### config.mk
export PLATFORM = sky130hd
export DESIGN_NAME = feac_tx_seq
export DESIGN_NICKNAME = d
export VERILOG_FILES = /design/src/rtl/feac_pkg.sv /design/src/rtl/feac_code_regs.sv /design/src/rtl/feac_serializer.sv /design/src/rtl/feac_sequencer.sv /design/src/rtl/feac_tx_seq.sv
export SDC_FILE = /design/constraint.sdc
export NUM_CORES = 1
export LEC_CHECK = 0
export CAP_MARGIN = 30
export CORE_UTILIZATION = 50
export CTS_CLUSTER_DIAMETER = 60
export CTS_CLUSTER_SIZE = 30
export DETAILED_ROUTE_END_ITERATION = 7
export GPL_ROUTABILITY_DRIVEN = 0
export PLACE_DENSITY = 0.84
export SLEW_MARGIN = 20
export SYNTH_ARGS = -nofsm -noshare
export SYNTH_HDL_FRONTEND = slang
export SYNTH_SLANG_ARGS = --single-unit
### constraint.sdc
create_clock -name clk -period 2.15 [get_ports clk]
set_clock_uncertainty 0.2 [all_clocks]
set_input_delay 0.3225 -clock clk [delete_from_list [all_inputs] [get_ports clk]]
set_output_delay 0.3225 -clock clk [all_outputs]
set_load 0.03 [all_outputs]
### src/rtl/feac_pkg.sv
package feac_pkg;
  typedef enum logic [1:0] {
    SLOT_IDLE = 2'd0,
    SLOT_A    = 2'd1,
    SLOT_B    = 2'd2
  } slot_e;

  typedef enum logic [1:0] {
    MODE_IDLE   = 2'd0,
    MODE_SINGLE = 2'd1,
    MODE_DUAL   = 2'd2,
    MODE_CONT   = 2'd3
  } mode_e;
endpackage

### src/rtl/feac_code_regs.sv
module feac_code_regs #(
  parameter int CODE_W = 6
) (
  input  logic              clk,
  input  logic              rst_n,
  input  logic              wr_en,
  input  logic              wr_sel,
  input  logic [CODE_W-1:0] wr_data,
  output logic [CODE_W-1:0] code_a,
  output logic [CODE_W-1:0] code_b
);
  logic [CODE_W-1:0] store_q [2];

  for (genvar g = 0; g < 2; g++) begin : g_reg
    logic              ld;
    logic [CODE_W-1:0] nxt;
    always_comb begin
      ld  = wr_en && (wr_sel == 1'(g));
      nxt = ld ? wr_data : store_q[g];
    end
    always_ff @(posedge clk or negedge rst_n) begin
      if (!rst_n) store_q[g] <= '0;
      else        store_q[g] <= nxt;
    end
  end

  assign code_a = store_q[0];
  assign code_b = store_q[1];
endmodule

### src/rtl/feac_serializer.sv
module feac_serializer
  import feac_pkg::*;
#(
  parameter int CODE_W    = 6,
  parameter int FLAG_ONES = 8,
  localparam int FRAME_W  = CODE_W + 2 + FLAG_ONES,
  localparam int IDX_W    = $clog2(FRAME_W)
) (
  input  logic              clk,
  input  logic              rst_n,
  input  logic              line_en,
  input  slot_e             kind,
  input  logic [CODE_W-1:0] code,
  output logic [IDX_W-1:0]  idx,
  output logic              wrap,
  output logic              tx_bit
);
  logic [FRAME_W-1:0] frame;
  logic [IDX_W-1:0]   idx_q, idx_d;

  always_comb begin
    frame[0]        = 1'b0;
    frame[CODE_W+1] = 1'b0;
  end
  for (genvar i = 0; i < CODE_W; i++) begin : g_code
    assign frame[1+i] = code[i];
  end
  for (genvar j = 0; j < FLAG_ONES; j++) begin : g_flag
    assign frame[CODE_W+2+j] = 1'b1;
  end

  always_comb begin
    wrap  = line_en && (idx_q == IDX_W'(FRAME_W-1));
    idx_d = idx_q;
    if (line_en) idx_d = wrap ? '0 : idx_q + 1'b1;
    tx_bit = (kind == SLOT_IDLE) ? 1'b1 : frame[idx_q];
  end

  always_ff @(posedge clk or negedge rst_n) begin
    if (!rst_n) idx_q <= '0;
    else        idx_q <= idx_d;
  end

  assign idx = idx_q;
endmodule

### src/rtl/feac_sequencer.sv
module feac_sequencer
  import feac_pkg::*;
#(
  parameter int CODE_W  = 6,
  parameter int REPEATS = 10,
  localparam int REP_W  = $clog2(REPEATS)
) (
  input  logic              clk,
  input  logic              rst_n,
  input  logic              wrap,
  input  logic [1:0]        mode,
  input  logic              start,
  input  logic [CODE_W-1:0] code_a,
  input  logic [CODE_W-1:0] code_b,
  output slot_e             kind,
  output logic [CODE_W-1:0] cur_code,
  output logic              burst_done
);
  slot_e             kind_q, kind_d;
  logic [REP_W-1:0]  rep_q, rep_d;
  logic [CODE_W-1:0] code_q, code_d;
  logic              busy_q, busy_d, dual_q, dual_d;
  logic              pend_q, pend_d, done_q, done_d;
  logic              take;

  always_comb begin
    kind_d = kind_q;
    rep_d  = rep_q;
    code_d = code_q;
    busy_d = busy_q;
    dual_d = dual_q;
    done_d = done_q;
    take   = 1'b0;
    if (wrap) begin
      if (mode == MODE_IDLE) begin
        kind_d = SLOT_IDLE;
        busy_d = 1'b0;
      end else if (mode == MODE_CONT) begin
        kind_d = SLOT_A;
        code_d = code_a;
        busy_d = 1'b0;
      end else if (pend_q) begin
        take   = 1'b1;
        kind_d = SLOT_A;
        code_d = code_a;
        rep_d  = '0;
        busy_d = 1'b1;
        dual_d = (mode == MODE_DUAL);
        done_d = 1'b0;
      end else if (busy_q) begin
        if (rep_q == REP_W'(REPEATS-1)) begin
          rep_d = '0;
          if (kind_q == SLOT_A && dual_q) begin
            kind_d = SLOT_B;
            code_d = code_b;
          end else begin
            kind_d = SLOT_IDLE;
            busy_d = 1'b0;
            done_d = 1'b1;
          end
        end else begin
          rep_d  = rep_q + 1'b1;
          code_d = (kind_q == SLOT_B) ? code_b : code_a;
        end
      end else begin
        kind_d = SLOT_IDLE;
      end
    end
    pend_d = start || (pend_q && !take);
  end

  always_ff @(posedge clk or negedge rst_n) begin
    if (!rst_n) begin
      kind_q <= SLOT_IDLE;
      rep_q  <= '0;
      code_q <= '0;
      busy_q <= 1'b0;
      dual_q <= 1'b0;
      pend_q <= 1'b0;
      done_q <= 1'b0;
    end else begin
      kind_q <= kind_d;
      rep_q  <= rep_d;
      code_q <= code_d;
      busy_q <= busy_d;
      dual_q <= dual_d;
      pend_q <= pend_d;
      done_q <= done_d;
    end
  end

  assign kind       = kind_q;
  assign cur_code   = code_q;
  assign burst_done = done_q;
endmodule

### src/rtl/feac_tx_seq.sv
module feac_tx_seq
  import feac_pkg::*;
#(
  parameter int CODE_W    = 6,
  parameter int REPEATS   = 10,
  parameter int FLAG_ONES = 8,
  localparam int FRAME_W  = CODE_W + 2 + FLAG_ONES,
  localparam int IDX_W    = $clog2(FRAME_W)
) (
  input  logic              clk,
  input  logic              rst_n,
  input  logic              line_en,
  input  logic              wr_en,
  input  logic              wr_sel,
  input  logic [CODE_W-1:0] wr_data,
  input  logic [1:0]        mode,
  input  logic              start,
  output logic              tx_bit,
  output logic              burst_done
);
  logic [CODE_W-1:0] code_a, code_b, cur_code;
  slot_e             slot_kind;
  logic [IDX_W-1:0]  bit_idx;
  logic              slot_wrap;

  feac_code_regs #(.CODE_W(CODE_W)) u_regs (
    .clk(clk), .rst_n(rst_n), .wr_en(wr_en), .wr_sel(wr_sel),
    .wr_data(wr_data), .code_a(code_a), .code_b(code_b)
  );

  feac_sequencer #(.CODE_W(CODE_W), .REPEATS(REPEATS)) u_seq (
    .clk(clk), .rst_n(rst_n), .wrap(slot_wrap), .mode(mode), .start(start),
    .code_a(code_a), .code_b(code_b), .kind(slot_kind),
    .cur_code(cur_code), .burst_done(burst_done)
  );

  feac_serializer #(.CODE_W(CODE_W), .FLAG_ONES(FLAG_ONES)) u_ser (
    .clk(clk), .rst_n(rst_n), .line_en(line_en), .kind(slot_kind),
    .code(cur_code), .idx(bit_idx), .wrap(slot_wrap), .tx_bit(tx_bit)
  );
endmodule

==> run summary <==
DR iter-0 viols: 63
Logic pwr share: 25.2%
Net Switching: 0.5085 mW
Startpoint types: flip-flop
Crit path max fanout: 5
Sequential share of the synthesized area: 49.08%
YS warnings: 0
Core area: 0.003078 mm^2
WL/cell: 14.56 um
Setup violators final: 1
Net count after synthesis: 157
Worst Hold Class: primary input to async pin
Leak Pwr: 0.8922 nW
Global route overflow: 0
Layout cell share with drive strength beyond 1: 35.50%
Average instance area after synthesis: 11.91 um^2
Total CTS buffers: 5
Clk sinks: 32
Crit path time final: 2.213 ns
Via count: 1197
Final WL: 3.102 mm
Dpl hpwl: 2.148 mm
Buffers on Ports: 15
Clock network power share: 27.5%
DRT Pass-1 Iters: 4
Root buffer cell: clkbuf_4
Final worst-path cycle share: 102.9%
Antenna cells: 0
Area Growth Syn to Fin: 24.62%
Required time worst endpoint: 1.63 ns
Failing checks: negative setup slack
Initial Utilization: 53.01%
Power Total: 1.854 mW
Sw Ratio: 27.43%
Mapped cell area: 0.001632 mm^2
Via density: 5.620
Clock Path Buffers: 2
Data arrival, critical path: 1.69 ns
Seq cells post-synth: 32
CTS Hold Bufs: 0
Status: finished with violations
RSZ-0062 raised after global routing: true
Die height: 59.13 um
Pint: 1.345 mW
DRC: 0
Cell variety after synth: 36
Worst vdd ir: 0.4795 mV
Routed Antenna Nets: 0
Slew headroom: 73.23%
Slew @ Worst Pin: 0.4015 ns
Die Area: 0.003496 mm^2
Placement Rows: 20
Largest net degree at the start of global routing: 33
Seq pwr share: 47.3%
Worst Setup End Kind: primary output
TritonCTS clock tree: done
Die X: 59.13 um
Max-slew violations: 0
Clock-pin slew on the worst setup and hold paths: 0.10 ns
Crit path kind: flip-flop to primary output
Final setup margin: -0.06253 ns
Global router's overall resource usage: 20.05%
Core Util, Final: 66.06%
Max_cap viols: 0
Final hold vios: 0
Global-route wire length before repair: 5.037 mm
Initial antenna violation count: 0
Max frequency: 0.4520 GHz
Final net count: 188
H-tree depth: 2
Post-synthesis cell count: 137
Power density cells: 911.7 mW/mm^2
Clk_lat worst skew: 0.33 ns
Ports: 16
Vias in the first global route: 1234
power by group through the flow:
stage                     Combinational (mW)  Sequential (mW)  Clock [mW]
final                                  0.467            0.877       0.510
after global routing                   0.512            0.899       0.548
after CTS                              0.434            0.881       0.523
after detailed placement               0.420            0.886           0
after global placement                 0.405            0.878           0
after floorplan                        0.332            0.835           0
cells by family (layout without fill, tap and decap cells):
group,count (synthesis),after routing,share of synthesized area (%)
buf+inv,12,44,3.757
mux,30,30,21.24
compound gates,24,24,10.20
xor+xnor,1,1,0.5369
simple gates,32,32,10.58
fa+ha+maj,6,6,4.601
flops,32,32,49.08
state kept, by name, summed over array words and instances (netlist names):
register	flops
u_ser.idx	4
u_seq.burst_done	1
u_seq.cur_code	6
u_seq.busy_q	1
u_regs.code_b	6
u_seq.rep_q	4
u_seq.kind	2
u_seq.dual_q	1
u_regs.code_a	6
u_seq.pend_q	1
metrics by stage:
step,setup TNS [ns],hold slack (ns),setup WS (ns),cell area (um^2),cells
detailed placement,-1.234,0.2917,-0.2130,1882,201
floorplan,0,-0.1731,0.09229,1632,137
global placement,-0.8244,0.2862,-0.1386,1882,201
CTS,-0.1085,0.1859,-0.1085,1993,209
finish,-0.06253,0.1726,-0.06253,2033,213
global route,-0.4281,0.1794,-0.1505,2033,213
synthesized netlist by cell type (all sizes together):
cell,instances,area [um^2]
ha,6,75.07
nand3,1,5.000
mux4,1,22.52
o21ai,13,68.82
nor2,4,15.01
xnor2,1,8.760
a32o,1,10.01
o41ai,1,8.760
buf,4,31.27
o211ai,1,7.510
nor2b,3,18.77
dfrtp,32,800.8
a211oi,1,20.02
and3,2,18.77
clkbuf,3,11.26
nand2b,4,25.02
nand4,1,6.260
nor4,1,6.260
a32oi,1,8.760
a21oi,2,10.01
nand3b,1,7.510
and3b,1,8.760
nand2,11,41.29
and2,1,6.260
inv,5,18.77
a41oi,1,8.760
and4,1,8.760
a22oi,2,15.01
mux2,27,304.0
mux2i,2,20.02
nor3,1,5.000
o32ai,1,8.760
final timing paths:
check                                         start  depth (start not counted)  slack, ns                            end
max in group asynchronous                     rst_n                          2       1.25       u_ser.idx[1]$_DFFE_PN0P_
min reg2reg                u_ser.idx[3]$_DFFE_PN0P_                          1       0.31       u_ser.idx[3]$_DFFE_PN0P_
max                        u_ser.idx[1]$_DFFE_PN0P_                          4      -0.06                         tx_bit
min                                           rst_n                          2       0.17     u_seq.rep_q[1]$_DFFE_PN0P_
min in group clk           u_ser.idx[3]$_DFFE_PN0P_                          1       0.31       u_ser.idx[3]$_DFFE_PN0P_
max reg2reg                u_ser.idx[1]$_DFFE_PN0P_                          7       0.04  u_seq.cur_code[0]$_DFFE_PN0P_
area by class of cell:
cell class	count	area, um^2
well taps	44	55.05
flip-flops and latches	32	802.0
clock buffers	7	65.06
repair buffers	31	271.5
clock inverters	1	30.03
multi-input cells	93	790.8
inverters	5	18.77
fillers	236	1045
layer usage:
metal | up-vias | track usage [%] | wire length (um)
li1 | 550 | - | -
met1 | 597 | 19.89 | 1228
met2 | 38 | 36.20 | 1640
met3 | 12 | 6.987 | 150
met4 | 0 | 11.22 | 83
met5 | - | 0 | 0
critical path, stage by stage (launching register included):
cell      delay, ns
dfrtp_2        0.46
nand2b_4       0.14
mux4_2         0.47
o211ai_1       0.10
buf_4          0.19
what timing repair did:
item                       CTS  global route
pin swaps                    0             3
setup endpoints to repair    3             7
resized for setup            3             3
cloned                       0             0
buffers inserted             0             4
cells in the final DEF, fill, tap and decap left out, drive strengths merged:
cell           count
nor4               1
bufinv             1
mux2i              2
nor3               1
a21oi              2
nand3b             1
nand2             11
and3b              1
and2               1
o41ai              1
a32o               1
o32ai              1
dfrtp             32
a211oi             1
buf               17
clkbuf             7
inv                5
mux2              27
xnor2              1
o21ai             13
a32oi              1
mux4               1
o211ai             1
nor2b              3
a22oi              2
nand4              1
clkdlybuf4s50     14
and4               1
nand2b             4
nand3              1
and3               2
a41oi              1
nor2               4
ha                 6
Note: power is estimated with default switching activity, not from simulation.
